<file path="src/rtl/dual_mac.sv">
module dual_mac #(
  parameter int OP_W = 32
) (
  input  logic                clk,
  input  logic                rst_n,
  input  logic                in_valid,
  input  logic [2:0]          op,
  input  logic [OP_W-1:0]     a,
  input  logic [OP_W-1:0]     b,
  input  logic [2*OP_W-1:0]   acc_in,
  input  logic                a_signed,
  input  logic                b_signed,
  output logic                busy,
  output logic                out_valid,
  output logic [2*OP_W-1:0]   result
);
  localparam int H   = OP_W / 2;
  localparam int R_W = 2 * OP_W;
  localparam int P_W = 2 * (H + 1);
  localparam logic [1:0] K_HH = 2'd0, K_WH = 2'd1, K_WW = 2'd2, K_DUAL = 2'd3;

  logic [OP_W-1:0] a_q;
  logic [H-1:0]    bh_q;
  logic            sa_q, sb_q;
  logic [R_W-1:0]  part_q;

  wire [1:0] kind   = op[1:0];
  wire       accept = in_valid & ~busy;
  wire       half_x = (kind == K_HH) || (kind == K_DUAL);

  wire [OP_W-1:0] xs  = busy ? a_q : a;
  wire            xsg = busy ? sa_q : a_signed;

  logic signed [H:0] xl, xh, yl, yh;
  assign xl = {~busy & half_x & a_signed & a[H-1], xs[H-1:0]};
  assign xh = {xsg & xs[OP_W-1], xs[OP_W-1:H]};
  assign yl = busy ? {sb_q & bh_q[H-1], bh_q}
            : (kind == K_WW) ? {1'b0, b[H-1:0]}
            : {b_signed & b[H-1], b[H-1:0]};
  assign yh = (!busy && kind == K_DUAL) ? {b_signed & b[OP_W-1], b[OP_W-1:H]} : yl;

  logic signed [P_W-1:0] pl, ph;
  assign pl = P_W'(xl) * P_W'(yl);
  assign ph = P_W'(xh) * P_W'(yh);

  wire [R_W-1:0] el = {{(R_W-P_W){pl[P_W-1]}}, pl};
  wire [R_W-1:0] eh = {{(R_W-P_W){ph[P_W-1]}}, ph};

  logic [R_W-1:0] prod, sum;
  always_comb begin
    if (!busy && kind == K_HH)        prod = el;
    else if (!busy && kind == K_DUAL) prod = el + eh;
    else                              prod = (eh << H) + el;
    if (busy) sum = part_q + (prod << H);
    else      sum = prod + (op[2] ? acc_in : '0);
  end

  always_ff @(posedge clk) begin
    if (!rst_n) begin
      busy      <= 1'b0;
      out_valid <= 1'b0;
      result    <= '0;
      a_q       <= '0;
      bh_q      <= '0;
      sa_q      <= 1'b0;
      sb_q      <= 1'b0;
      part_q    <= '0;
    end else if (accept && kind == K_WW) begin
      busy      <= 1'b1;
      out_valid <= 1'b0;
      a_q       <= a;
      bh_q      <= b[OP_W-1:H];
      sa_q      <= a_signed;
      sb_q      <= b_signed;
      part_q    <= sum;
    end else if (accept || busy) begin
      busy      <= 1'b0;
      out_valid <= 1'b1;
      result    <= sum;
    end else begin
      out_valid <= 1'b0;
    end
  end


  single_done_chk: assert property (@(posedge clk) disable iff (!rst_n)
    (in_valid && !busy && op[1:0] != K_WW) |=> (out_valid && !busy));

  wide_busy_chk: assert property (@(posedge clk) disable iff (!rst_n)
    (in_valid && !busy && op[1:0] == K_WW) |=> (busy && !out_valid));

  wide_done_chk: assert property (@(posedge clk) disable iff (!rst_n)
    busy |=> (out_valid && !busy));

  busy_hold_chk: assert property (@(posedge clk) disable iff (!rst_n)
    busy |=> ($stable(a_q) && $stable(bh_q) && $stable(part_q)));

  result_hold_chk: assert property (@(posedge clk) disable iff (!rst_n)
    (!busy && !in_valid) |=> ($stable(result) && !out_valid));
endmodule

</file>
<file path="config.mk">
export PLATFORM = sky130hd
export DESIGN_NAME = dual_mac
export DESIGN_NICKNAME = d
export VERILOG_FILES = /design/src/rtl/dual_mac.sv
export SDC_FILE = /design/constraint.sdc
export NUM_CORES = 2
export LEC_CHECK = 0
export BUFFER_PORTS_ARGS = -buffer_cell sky130_fd_sc_hd__buf_4
export CAP_MARGIN = 20
export CORE_ASPECT_RATIO = 1.5
export CORE_MARGIN = 1
export CORE_UTILIZATION = 25
export CTS_CLUSTER_DIAMETER = 40
export DETAILED_ROUTE_END_ITERATION = 7
export MAX_ROUTING_LAYER = met4
export SYNTH_ARGS = -nofsm -noshare
export SYNTH_HDL_FRONTEND = slang
export SYNTH_SLANG_ARGS = --single-unit
export TNS_END_PERCENT = 100
</file>
<file path="constraint.sdc">
create_clock -name clk -period 37.8 [get_ports clk]
set_input_delay 7.56 -clock clk [delete_from_list [all_inputs] [get_ports clk]]
set_output_delay 7.56 -clock clk [all_outputs]
set_load 0.03 [all_outputs]
</file>
Word-level counts from Yosys, hierarchy flattened
Index checks and enable logic that the tools add are counted.
W data, S select, Z words.
{"block": "classes", "n_addsub": 4, "multipliers": 2, "div": 0, "n_lt_le_gt_ge": 0, "n_eq_ne": 2, "shifts": 0, "muxes": 12, "bitwise": 11, "n_reduce_logical": 10}
{"op": "$mux W64", "n": 4}
{"op": "$add A64 B64 Y64", "n": 2}
{"op": "$mul A17 B17 Y34", "n": 2}
{"op": "$add A50 B34 Y51", "n": 1}
{"op": "$mux W17", "n": 3}
{"op": "$add A34 B34 Y35", "n": 1}
{"op": "$mux W32", "n": 1}
{"op": "$and A1 B1 Y1", "n": 8}
{"op": "$eq A2 B2 Y1 const B", "n": 2}
{"op": "$mux W1", "n": 4}
{"op": "$logic_and A1 B1 Y1", "n": 3}
{"op": "$not A1 Y1", "n": 3}
{"op": "$logic_not A2 Y1", "n": 1}
{"op": "$logic_or A1 B1 Y1", "n": 2}
{"op": "$reduce_and A2 Y1", "n": 1}
{"op": "$reduce_bool A2 Y1", "n": 1}
{"op": "$reduce_or A2 Y1", "n": 1}
{"op": "$logic_not A1 Y1", "n": 1}
{"block": "word_totals", "register_bits": 180, "latchBits": 0, "mem_bits_rw": 0, "mem_bits_ro": 0, "in_bits": 136, "n_memories": 0}

Longest topological paths before layout
{"block": "depth", "depth_word": 11, "depth_mapped": 68, "depth_no_buf": 63}

Least setup slack after synthesis
OpenSTA, ideal clock, no wires.
{"block": "synth_timing", "kind": "in2reg", "start": "input op[0]", "end": "register result[58]", "setup_ps": 115, "arrival_time_ps": 19606, "required_ps": 37685, "setup_slack_ps": 18080, "path_stages": 56, "n_path_buf": 3, "cell_sequence": "inv_1 ha_1 nor3b_1 clkbuf_1 nand2_1 fa_1 fa_1 inv_1 fa_1 fa_1 fa_1 inv_1 fa_1 inv_1 ha_1 a211o_1 a21oi_2 nand3_1 (+20 left out) clkbuf_1 a21oi_1 nor2b_1 o21ai_0 nand2b_1 o21bai_1 a21oi_1 o31ai_1 a21oi_1 nand2_1 a221oi_1 nand3b_1 and2_1 o21ai_0 a21oi_1 xor2_1 a21oi_1 o21a_1"}
{"block": "synth_between", "elab_chain_cells": 11, "elab_cells_between_ends": 24}
{"element": "start, declared", "line": "7", "rtl": "input logic [2:0] op,"}
{"element": "$eq A2 B2 Y1 / $logic_not A2 Y1 (equally long branches)"}
{"element": "$logic_or A1 B1 Y1", "line": "29", "rtl": "wire half_x = (kind == K_HH) || (kind == K_DUAL);"}
{"element": "$and A1 B1 Y1 (3 in a row)", "line": "35", "rtl": "assign xl = {~busy & half_x & a_signed & a[H-1], xs[H-1:0]};"}
{"element": "$mul A17 B17 Y34", "line": "43", "rtl": "assign pl = P_W'(xl) * P_W'(yl);"}
{"element": "$add A50 B34 Y51 / $add A34 B34 Y35 (equally long branches)", "line": "53, 52"}
{"element": "$mux W64", "line": "52", "rtl": "else if (!busy && kind == K_DUAL) prod = el + eh;"}
{"element": "$mux W64", "line": "51", "rtl": "if (!busy && kind == K_HH) prod = el;"}
{"element": "$add A64 B64 Y64 (on tied branches)", "line": "55, 54"}
{"element": "$mux W64", "line": "54", "rtl": "if (busy) sum = part_q + (prod << H);"}
{"element": "end signal, assigned", "line": "79", "rtl": "result <= sum;"}
{"element": "end, declared", "line": "15", "rtl": "output logic [2*OP_W-1:0] result"}
Several ways; a longest one is shown, not always the timed one.
A chain may end at the register's enable or synchronous reset.

Worst setup path after layout
{"block": "layout_timing", "start": "input op[0]", "end": "register result[62]"}
Same word-level chain as after synthesis.

==> summary.md <==
| Metric | Value |
|---|---|
| Top post-synthesis cells by area | `fa_1 31%, ha_1 11%, dfxtp_1 9.3%` |
| Register-to-Register Path Depth | `60` |
| Worst-Skew Late Latency | `530 ps` |
| First-pass DRT Iterations | `5` |
| CTS Sinks | `between 150 and 200` |
| Commonest cells post-synth | `711 x inv_1, 645 x nand2_1, 596 x fa_1` |
| Final setup viols | `0` |
| DRC errors left | `0` |
| Cells after Synth | `4785` |
| Worst reg2reg setup slack | `about 22000 ps` |
| Slack of the critical path | `16900 ps` |
| Hold Startpoint | `sb_q` |
| Final HPWL DP | `109.4 mm` |
| Core area | `0.1535 mm²` |
| FF+latch count, synth | `180` |
| Post-CTS Resized | `0` |
| Fin Setup TNS | `0 ps` |
| Max Cap Viol | `0` |
| Routed wire length | `between 100 and 150 mm` |
| Hold WC Path Type | `flop to flop` |
| Crit-path max FO | `19` |
| Max Clk Rate | `0.04786 GHz` |
| Crit path DAT | `21310 ps` |
| Slowest CP cell | `xnor2_1` |
| XOR/XNOR share of the synthesized area | `5.652%` |
| Routed Antenna Nets | `0` |
| Post-synthesis compound-gate area fraction | `15.85%` |
| Simple-gate portion of the synthesized area | `16.02%` |
| Synth cell types | `90` |
| Ys async rst share | `0%` |
| Seq/Total Area, Yosys | `a little under a tenth` |
| Antenna cells | `0` |
| Vias | `33370` |
| Initial Util | `25.22%` |
| Final worst path period need | `20900 ps` |
| Final estimated routing congestion in global placement | `0.9466` |
| Hold Path Stages | `2` |
| Slew headroom | `about a quarter` |
| Clock transition at the registers of the reported paths | `90 ps` |
| Initial antenna violation count | `2` |
| Hold EP | `sb_q` |
| CTS buffer count | `17` |
| Clock buffer depth | `2` |
| Worst setup SP type | `primary input` |
| Slew Limit Fails | `0` |
| Adder-Cell Fraction of Synth Area | `roughly 42%` |
| Total grt overflow | `0` |
| Largest net degree at the start of global routing | `around 90` |
| Synth-to-layout area growth | `12.05%` |
| Setup Skew | `39.96 ps` |
| DRT iter0 DRCs | `between 2000 and 2500` |
| Vert. Die Dim | `484.0 µm` |
| Count leader, synth | `inv_1` |
| Vias in the first global route | `34380` |
| Status | `finished clean` |
| Mux share of post-synthesis cell area | `2.547%` |
| Cell Rows | `~180` |
| Largest family of logic cells by synthesized area | `adder cells` |
| Synthesized area | `0.03872 mm²` |
| Die ar. | `0.1565 mm²` |
| Main synth FF type | `dfxtp_1` |
| Clock root buffer | `clkbuf_16` |
| Post-synth EDFFs | `0` |
| Final net count | `approximately 6000` |
| Fillers | `16580` |
| H-tree depth | `4` |
| Slew @ Worst Pin | `1087 ps` |
| Setup Buffers After CTS | `0` |
| CP most frequent cell | `a21oi_1` |
| Die width | `323.3 µm` |
| Crit path kind | `primary input to flop` |
| Crit-path max cell delay | `590 ps` |
| Port bufs | `201` |
| RSZ-0062 raised after global routing | `false` |
| Total GRT Usage | `17.11%` |
| Hold buffers post-CTS | `0` |
| Syn nets | `approximately 6000` |
| R2r endpoint | `result[62]` |
| Synth top area share | `between 30% and 40%` |
| Mean Syn Cell Area | `8.091 µm²` |
| Fin crit share | `55.28%` |
| Num ports | `202` |
| WP data required | `38220 ps` |
| Share of post-route cells with drive strength above 1 | `between 8 and 9%` |
| Yosys warns | `0` |
| TritonCTS clock tree | `built` |
| Pre-CTS setup slack | `16490 ps` |
| Layout Utilization | `28.26%` |
| Worst hold slack | `about 460 ps` |
| Reg2reg start | `busy` |
| First-pass GRT wire length | `200.5 mm` |
| Final Hold Viols | `0` |
| Cell taking the most area after synthesis | `fa_1` |
| Average wire per cell in the routed design | `between 15 and 20 µm` |
| Vias per std cell | `4.789` |
| Crit end category | `flop` |
==> logic make-up (layout without fill, tap and decap cells) <==
group,Yosys count,in the layout
compound gates,986,986
xor+xnor,246,246
fa+ha+maj,946,946
buf+inv,876,1011
flops,180,180
mux,93,93
simple gates,1458,1458
==> metal layers <==
layer	global-route usage, %	wire length [µm]	part of all wire, %
met4	5.158	4160	3.2
met3	2.533	7546	5.8
met1	21.23	56170	43
met2	28.45	62940	48
met5	-	0	0
==> layout make-up <==
cell class / count / area, µm² / share of cell area, %
clock buffer: 17 / 425.4 / 0.9806
clock inverter: 15 / 230.2 / 0.5307
timing repair buffer: 266 / 1997 / 4.603
inverter: 713 / 2683 / 6.184
tap: 2047 / 2561 / 5.904
multi-input combinational: 3729 / 31880 / 73.48
sequential: 180 / 3607 / 8.315
==> worst max-delay path, delay by kind of cell <==
| family | cells | cell delay, ps |
|---|---|---|
| XOR/XNOR | 3 | 970 |
| buffers and inverters | 6 | 630 |
| AO/OA/AOI/OAI | 26 | 5390 |
| AND/OR/NAND/NOR | 16 | 2370 |
| adder cells (fa/ha/maj) | 10 | 4370 |
==> through the flow <==
stage	cells	instance area [µm²]
3_3_place_gp	6934	42720
5_1_grt	6967	43380
2_1_floorplan	4785	38720
3_5_place_dp	6934	42720
6_report	6967	43380
4_1_cts	6966	43370
==> state kept, by name, indices dropped and copies added, names as in the netlist <==
signal	cells
part_q	64
result	64
a_q	32
bh_q	16
busy	1
out_valid	1
sa_q	1
sb_q	1
==> worst max-delay path by stage <==
stage,startpoint,to,slack [ps],cells past startpoint
2_1_floorplan,op[0],result[58],18080,56
3_3_place_gp,op[0],result[63],16620,61
3_5_place_dp,op[0],result[62],16490,61
4_1_cts,op[0],result[62],17000,61
5_1_grt,op[0],result[62],15960,61
6_report,op[0],result[62],16900,61
==> layout by cell type, fill, tap and decap left out, types with 14 or more instances in the layout <==
| cell type | count |
|---|---|
| o21ai_1 | 16 |
| mux2i_1 | 47 |
| dfxtp_1 | 179 |
| nand2_1 | 644 |
| nor2_1 | 516 |
| nor3_1 | 17 |
| nand3_1 | 38 |
| a31oi_1 | 17 |
| nand4_1 | 23 |
| and2_1 | 81 |
| a211oi_1 | 60 |
| fa_1 | 596 |
| a21o_1 | 126 |
| xor2_1 | 76 |
| xnor2_1 | 168 |
| clkbuf_16 | 17 |
| buf_4 | 266 |
| mux2_2 | 44 |
| inv_1 | 710 |
| nor2b_1 | 25 |
| nand2b_1 | 44 |
| o211ai_1 | 14 |
| o21a_1 | 44 |
| o21ai_0 | 155 |
| ha_1 | 349 |
| a21oi_1 | 400 |
| o21bai_1 | 41 |
| and3_1 | 14 |
Power is not shown: default switching activity piles up to over one toggle a cycle in this logic, so the estimate is an artifact.
